## src/rtl/cpu_swap_ctrl.sv

```systemverilog
module cpu_swap_ctrl #(
  parameter logic [7:0] IDX_PORT  = 8'hE4,
  parameter logic [7:0] DATA_PORT = 8'hE5,
  parameter logic [7:0] MODE_IDX  = 8'd6,
  parameter int         CPU_BIT   = 5,
  parameter int         ROM_BIT   = 6,
  parameter int         GAP_CYC   = 2
) (
  input  logic       clk,
  input  logic       rst_n,
  input  logic       io_wr,
  input  logic [7:0] io_addr,
  input  logic [7:0] io_wdata,
  output logic [7:0] io_rdata,
  input  logic       cyc_end_a,
  input  logic       cyc_end_b,
  output logic       hold_a,
  output logic       hold_b,
  output logic       grant_a,
  output logic       grant_b,
  output logic       core_rst_b,
  output logic       rom_sel
);
  localparam int CW = $clog2(GAP_CYC + 1);

  typedef enum logic [1:0] {RUN, DRAIN, GAP} phase_t;

  phase_t        phase;
  logic [7:0]    idx_q;
  logic          cpu_q, rom_q, owner_q, fresh_q;
  logic [CW-1:0] cnt_q;

  wire wr_idx   = io_wr && io_addr == IDX_PORT;
  wire wr_mode  = io_wr && io_addr == DATA_PORT && idx_q == MODE_IDX && phase == RUN;
  wire swap_req = wr_mode && io_wdata[CPU_BIT] != cpu_q;
  wire owner_end = owner_q ? cyc_end_a : cyc_end_b;

  always_ff @(posedge clk or negedge rst_n) begin
    if (!rst_n) begin
      phase   <= RUN;
      idx_q   <= '0;
      cpu_q   <= 1'b1;
      rom_q   <= 1'b1;
      owner_q <= 1'b1;
      fresh_q <= 1'b1;
      cnt_q   <= '0;
    end else begin
      if (wr_idx) idx_q <= io_wdata;
      if (wr_mode) begin
        rom_q <= io_wdata[ROM_BIT];
        cpu_q <= io_wdata[CPU_BIT];
      end
      unique case (phase)
        RUN:   if (swap_req) phase <= DRAIN;
        DRAIN: if (owner_end) begin
                 phase <= GAP;
                 cnt_q <= CW'(GAP_CYC - 1);
               end
        GAP:   if (cnt_q == '0) begin
                 phase   <= RUN;
                 owner_q <= cpu_q;
                 if (!cpu_q) fresh_q <= 1'b0;
               end else cnt_q <= cnt_q - 1'b1;
        default: phase <= RUN;
      endcase
    end
  end

  logic [7:0] mode_rd;
  always_comb begin
    mode_rd = '0;
    mode_rd[CPU_BIT] = cpu_q;
    mode_rd[ROM_BIT] = rom_q;
  end

  assign io_rdata   = (io_addr == DATA_PORT && idx_q == MODE_IDX) ? mode_rd : 8'h00;
  assign grant_a    = owner_q && phase != GAP;
  assign grant_b    = !owner_q && phase != GAP;
  assign hold_a     = !(owner_q && phase == RUN);
  assign hold_b     = !(!owner_q && phase == RUN);
  assign core_rst_b = fresh_q;
  assign rom_sel    = rom_q;

  p_excl_grant_r5: assert property (@(posedge clk) disable iff (!rst_n)
    !(grant_a && grant_b));
  p_gap_a_r5: assert property (@(posedge clk) disable iff (!rst_n)
    $rose(grant_a) |-> !$past(grant_b));
  p_gap_b_r5: assert property (@(posedge clk) disable iff (!rst_n)
    $rose(grant_b) |-> !$past(grant_a));
  p_boundary_a_r4: assert property (@(posedge clk) disable iff (!rst_n)
    $fell(grant_a) |-> $past(cyc_end_a));
  p_boundary_b_r4: assert property (@(posedge clk) disable iff (!rst_n)
    $fell(grant_b) |-> $past(cyc_end_b));
  p_rom_frozen_r6: assert property (@(posedge clk) disable iff (!rst_n)
    ($past(!grant_a && !grant_b) && !grant_a && !grant_b) |-> $stable(rom_sel));
  p_fast_reset_r7: assert property (@(posedge clk) disable iff (!rst_n)
    core_rst_b |-> !grant_b);
  p_no_rearm_r7: assert property (@(posedge clk) disable iff (!rst_n)
    !$rose(core_rst_b));
endmodule

```

## config.mk

```make
export PLATFORM = sky130hd
export DESIGN_NAME = cpu_swap_ctrl
export DESIGN_NICKNAME = d
export VERILOG_FILES = /design/src/rtl/cpu_swap_ctrl.sv
export SDC_FILE = /design/constraint.sdc
export NUM_CORES = 1
export LEC_CHECK = 0
export ABC_AREA = 1
export BUFFER_PORTS_ARGS = -buffer_cell sky130_fd_sc_hd__clkbuf_2
export CORE_AREA = 5 5 59 61
export CTS_BUF_LIST = sky130_fd_sc_hd__clkbuf_2
export DETAILED_ROUTE_END_ITERATION = 12
export DIE_AREA = 0 0 64 66
export REMOVE_ABC_BUFFERS = 1
export SYNTH_ARGS = -nofsm -noshare
export SYNTH_HDL_FRONTEND = slang
export SYNTH_SLANG_ARGS = --single-unit
```

## constraint.sdc

```tcl
create_clock -name clk -period 1.4 [get_ports clk]
set_input_delay 0.14 -clock clk [delete_from_list [all_inputs] [get_ports clk]]
set_output_delay 0.14 -clock clk [all_outputs]
set_load 0.02 [all_outputs]
```

==> flow_summary.json, run 1 <==
{
  "gp_congestion": 0.797,
  "rows": 20,
  "yosys.area.top_type": "dfrtp_1",
  "critPathKind": "reg -> out",
  "die_w_um": 64,
  "diodes": 0,
  "violations": "setup timing",
  "grt_pass1_vias": 834,
  "whs_path_depth": 3,
  "drt_iter0_drc": 26,
  "final.setup.tns_ns": -0.324,
  "h-tree-depth": 1,
  "port_buffers": 28,
  "synth.distinct_cells": 19,
  "synth_top_cell_area_share": 0.307,
  "vias": 879,
  "syn_inst": 137,
  "synth_enable_flop_cells": 0,
  "status": "finished, violations left",
  "grtUsageTotal": 0.0975,
  "gr-total-overflow": 0,
  "synthTopCellsByCount": "nand2_1, inv_1, nor2_1, dfrtp_1, o21ai_2",
  "drive_gt1_frac": 0.352,
  "drv_cap": 0,
  "ant_nets": 0,
  "synth-async-reset-ratio": 1.00,
  "synth_area_um2": 980,
  "die_h_um": 66,
  "core_area_mm2": 0.00293,
  "wl_met1_um": 899,
  "clk-insertion-delay-late_ns": 0.29,
  "worstPathMaxFanout": 4,
  "ys_ff_latch": 16,
  "dp_slack_ns": 0.142,
  "fin_nets": 199,
  "route.met2.wl_um": 963,
  "fmax_mhz": 633,
  "grt_max_degree": 17,
  "synth.area.top_cells": "dfrtp_1, nand2_1, inv_1",
  "crit_required_ns": 1.26,
  "p_per_area_mw_per_mm2": 665,
  "yosys_warnings": 0,
  "vias_per_cell": 4.21,
  "hold_violations": 0,
  "synth_ff_type": "dfrtp_1",
  "top_layer_used": "met4",
  "min_path_type": "in -> reg",
  "cts_buffers": 3,
  "skew_ns": 0.00261,
  "crit_arrival_ns": 1.44,
  "synth.avg_cell_area_um2": 7.15,
  "post-synth-top-count-cell": "nand2_1",
  "end_kind": "output pin",
  "timing.final.crit_share": 1.13,
  "drcViolationCount": 0,
  "initial_utilization": 0.335,
  "synth-seq-area-share": 0.414,
  "clk_pin_slew_ns": 0.15,
  "wl_met3_um": 117,
  "worst_slack_ns": -0.181,
  "cts_buffer_depth": 2,
  "clockRootBuffer": "clkbuf_2",
  "finalSetupViolCount": 2,
  "ioPinCount": 35,
  "wirelength_um": 2010,
  "syn_to_final_growth_pct": 25.5,
  "cts_tree": "yes",
  "placed_cell_area_mm2": 0.00112,
  "reg2reg_depth": 6,
  "dieArea_mm2": 0.00422,
  "dp_hpwl_um": 1540,
  "rsz0062_at_grt": "yes",
  "peakVddDrop_uv": 377,
  "cts_sinks": 16,
  "post_drt_wl_per_cell_um": 9.61,
  "finalMaxSlewViolations": 0,
  "p_leak_nw": 0.690,
  "worst_setup_path_start_kind": "flip-flop",
  "drtPass1Iterations": 4,
  "period_needed_ns": 1.58,
  "grt_pass1_wl_um": 3310,
  "antenna_found_initial": 0,
  "finalInstanceArea_mm2": 0.00123
}
==> state kept, by name, indices dropped and copies added, names as in the netlist <==
signal and flops:
cpu_q 1, phase 2, rom_sel 1, core_rst_b 1
idx_q 8, owner_q 1, cnt_q 2
==> kinds of logic (layout without fill, tap and decap cells) <==
family	after synthesis	count (layout)	share of synthesized area
DFF	16	16	0.414
AOI/OAI and AO/OA	12	12	0.0958
buffers and inverters	41	75	0.188
and+or+nand+nor	65	65	0.277
adders and majority gates	1	1	0.0128
xor gates and xnor gates	1	1	0.00894
other	1	6	0.00383
==> layout make-up <==
cell class                      instances  area (µm²)
Tap cell                               33        41.3
Timing Repair Buffer                   37         218
Clock buffer                            3        15.0
Inverter                               34         128
Multi-Input combinational cell         85         419
Clock inverter                          1        3.75
Fill cell                             319        1700
Sequential cell                        16         405
==> critical path, stage by stage, from the launching register on <==
cell,delay (ns)
dfrtp_1,0.42
inv_2,0.07
nand2_2,0.04
nor2_1,0.09
nand2_1,0.09
nor2_4,0.15
inv_2,0.05
nor2_1,0.09
buf_4,0.15
==> where the power goes <==
part | internal (mW) | leakage, nW | switching [mW] | total (mW)
Clock | 0.0621 | 0.0140 | 0.147 | 0.209
Combinational | 0.0552 | 0.469 | 0.0733 | 0.129
Sequential | 0.474 | 0.207 | 0.00717 | 0.481
==> routing by layer <==
metal / vias to the layer above / GRT usage
met4: 0 / 0.0545
met5: - / 0
met3: 2 / 0.0204
li1: 467 / -
met1: 387 / 0.117
met2: 23 / 0.161
==> placed cells by master, fill, tap and decap left out <==
master	n
nor2_4	1
xor2_1	1
buf_4	11
nand2_1	34
dfrtp_1	12
o21a_1	1
conb_1	6
clkinv_1	1
o21ai_1	2
nor3_2	1
nand3_2	1
nand3_1	6
o21ai_2	8
ha_1	1
clkbuf_2	28
dfstp_2	4
inv_2	4
nor2_1	18
dlygate4sd3_1	1
o22ai_1	1
nand2_2	1
nor2_2	3
inv_1	30
==> final timing paths <==
check / endpoint / slack [ns] / start
max in group asynchronous: rom_sel / 0.79 / rst_n
hold / removal: idx_q[4] / 0.05 / io_wdata[4]
min in group asynchronous: idx_q[1] / 0.29 / rst_n
setup reg to reg: cnt_q[0] / 0.22 / owner_q
hold reg to reg: core_rst_b / 0.48 / core_rst_b
setup / recovery: io_rdata[6] / -0.18 / idx_q[3]
==> metrics by stage <==
step / utilization / hold slack (ns) / cells / power (mW)
floorplan: - / -0.156 / 135 / 0.551
detailed placement: 0.384 / 0.0879 / 196 / 0.601
global route: 0.420 / 0.0414 / 209 / 0.859
finish: 0.420 / 0.0488 / 209 / 0.818
global placement: 0.384 / 0.0875 / 196 / 0.598
CTS: 0.410 / 0.0474 / 206 / 0.819
==> repair_timing <==
item,in CTS,in global routing
resized for setup,3,8
buffers inserted,5,3
hold buffers,1,0
pin swaps,0,2
hold endpoints to repair,12,0
setup endpoints to repair,2,4
No activity file was read; power rests on OpenSTA's default activity.
==> run 2: changes to the inputs <==
--- a/config.mk
+++ b/config.mk
@@ -11,6 +11,7 @@
 export CTS_BUF_LIST = sky130_fd_sc_hd__clkbuf_2
 export DETAILED_ROUTE_END_ITERATION = 12
 export DIE_AREA = 0 0 64 66
+export GPL_TIMING_DRIVEN = 0
 export REMOVE_ABC_BUFFERS = 1
 export SYNTH_ARGS = -nofsm -noshare
 export SYNTH_HDL_FRONTEND = slang
==> run 2 against run 1 <==
Clock skew is 0.0060 ns higher. The run still ends with setup timing left. Worst setup slack better by 0.042 ns. Fmax is 2.8% higher. Combinational power is 6% lower. Worst hold slack better by 0.0073 ns. Design area is 1.4% lower. Largest power group unchanged.
==> flow_summary.json, run 2 (synthesized netlist as in run 1, its figures left out) <==
{
  "worst_setup_path_start_kind": "flip-flop",
  "placed_cell_area_mm2": 0.00112,
  "dp_slack_ns": 0.112,
  "core_area_mm2": 0.00293,
  "antenna_found_initial": 0,
  "grtUsageTotal": 0.0955,
  "worst_slack_ns": -0.138,
  "initial_utilization": 0.335,
  "largest_reg_flops": 8,
  "min-delay-start": "io_wdata[6]",
  "r2r-start": "idx_q[4]",
  "critPathKind": "reg -> out",
  "dieArea_mm2": 0.00422,
  "p_switching_mw": 0.218,
  "rsz0062_at_grt": "yes",
  "cts_buffer_depth": 2,
  "worstPathMaxFanout": 3,
  "p_per_area_mw_per_mm2": 664,
  "comb_power_share": 0.151,
  "slowest_stage": "dfrtp_1",
  "crit_arrival_ns": 1.40,
  "internal-power_mw": 0.587,
  "clk-insertion-delay-late_ns": 0.28,
  "startpoint": "idx_q[4]",
  "drtPass1Iterations": 5,
  "reg_top3": "idx_q (8), cnt_q (2), phase (2)",
  "status": "finished, violations left",
  "final_cell_mix": "nand2_1, inv_1, clkbuf_2, nor2_1, dfrtp_1",
  "reg2reg_depth": 8,
  "gp_congestion": 0.778,
  "port_buffers": 28,
  "switching_share": 0.271,
  "end_kind": "output pin",
  "path_delay_family": "simple AND/OR/NAND/NOR gates",
  "cts_sinks": 16,
  "drcViolationCount": 0,
  "fillerInstances": 311,
  "violations": "setup timing",
  "syn_to_final_growth_pct": 23.8,
  "cts_buffers": 3,
  "vias_per_cell": 4.17,
  "grt_pass1_wl_um": 3240,
  "r2r_slack_ns": 0.27,
  "grt_pass1_vias": 827,
  "hold_violations": 0,
  "skew_ns": 0.00864,
  "top_register": "idx_q",
  "diodes": 0,
  "die_w_um": 64,
  "ioPinCount": 35,
  "whs_path_depth": 3,
  "clk_pin_slew_ns": 0.15,
  "cts_tree": "yes",
  "fmax_mhz": 650,
  "gr-total-overflow": 0,
  "wirelength_um": 1840,
  "power_frac_clock": 0.253,
  "grt_max_degree": 17,
  "p_leak_nw": 0.681,
  "die_h_um": 66,
  "finalMaxSlewViolations": 0,
  "path_cells": "inv_1, nand2_1, nor2_1, nand2_1, nor2_4, inv_2, nor2_1, buf_4",
  "ant_nets": 0,
  "vias": 864,
  "layout_commonest_cell": "nand2_1",
  "finalInstanceArea_mm2": 0.00121,
  "rows": 20,
  "seq_power_share": 0.597,
  "timing.final.crit_share": 1.10,
  "min_path_type": "in -> reg",
  "drv_cap": 0,
  "utilization": 0.414,
  "peakVddDrop_uv": 492,
  "worst-path-buf-inv": 3,
  "r2r-end": "cpu_q",
  "final.setup.tns_ns": -0.273,
  "post_drt_wl_per_cell_um": 8.89,
  "finalSetupViolCount": 2,
  "dp_hpwl_um": 1500,
  "period_needed_ns": 1.54,
  "drive_gt1_frac": 0.328,
  "h-tree-depth": 1,
  "clockRootBuffer": "clkbuf_2",
  "crit_required_ns": 1.26,
  "drt_iter0_drc": 11,
  "holdPathEnd": "rom_sel",
  "slowest_delay_ns": 0.42,
  "fin_nets": 197
}
run 2: worst max-delay path by stage:
stage	end	cells after the start	slack, ns
6_report	io_rdata[5]	8	-0.14
5_1_grt	io_rdata[5]	8	-0.28
4_1_cts	io_rdata[5]	8	-0.18
3_5_place_dp	io_rdata[6]	8	0.11
3_3_place_gp	io_rdata[6]	8	0.12
2_1_floorplan	io_rdata[5]	7	0.18
run 2: power groups by stage:
stage / registers, mW / clock network, mW / logic [mW]
final: 0.480 / 0.204 / 0.121
after global routing: 0.482 / 0.229 / 0.140
after CTS: 0.481 / 0.216 / 0.121
after detailed placement: 0.490 / 0 / 0.110
after global placement: 0.489 / 0 / 0.107
after floorplan: 0.488 / 0 / 0.0632
run 2: final cells by class:
cell class	count	area (µm²)	share of cell area
well taps	33	41.3	0.0341
repair buffers	35	203	0.167
multi-input cells	85	417	0.344
flip-flops and latches	16	405	0.334
clock buffers	3	15.0	0.0124
inverters	34	128	0.105
clock inverters	1	3.75	0.00310
run 2: what timing repair did:
item	CTS	global route
hold buffers	1	0
gates resized for setup	4	4
setup endpoints to repair	2	3
pin swaps	0	2
setup buffers	4	2
endpoints found under the hold margin	12	0
run 2: worst register-to-register path, stage by stage, from the launching register on:
cell and delay [ns]:
dfrtp_1 0.42, inv_1 0.06, nand2_1 0.05, nor2_1 0.09
nand2_1 0.09, nor2_4 0.14, buf_4 0.12, nand3_1 0.06
nand2_1 0.08
run 2: per-stage QoR:
step	std cells	hold slack (ns)	power (mW)
floorplan	135	-0.156	0.551
global placement	196	0.0823	0.597
detailed placement	196	0.0866	0.600
CTS	205	0.0470	0.818
global route	207	0.0499	0.851
finish	207	0.0561	0.805
run 2: routing by layer:
metal	vias to the layer above	wire length, µm	global-route usage
met5	-	0	0
met2	22	891	0.157
li1	463	-	-
met1	377	806	0.113
met3	2	115	0.0170
met4	0	28	0.0623
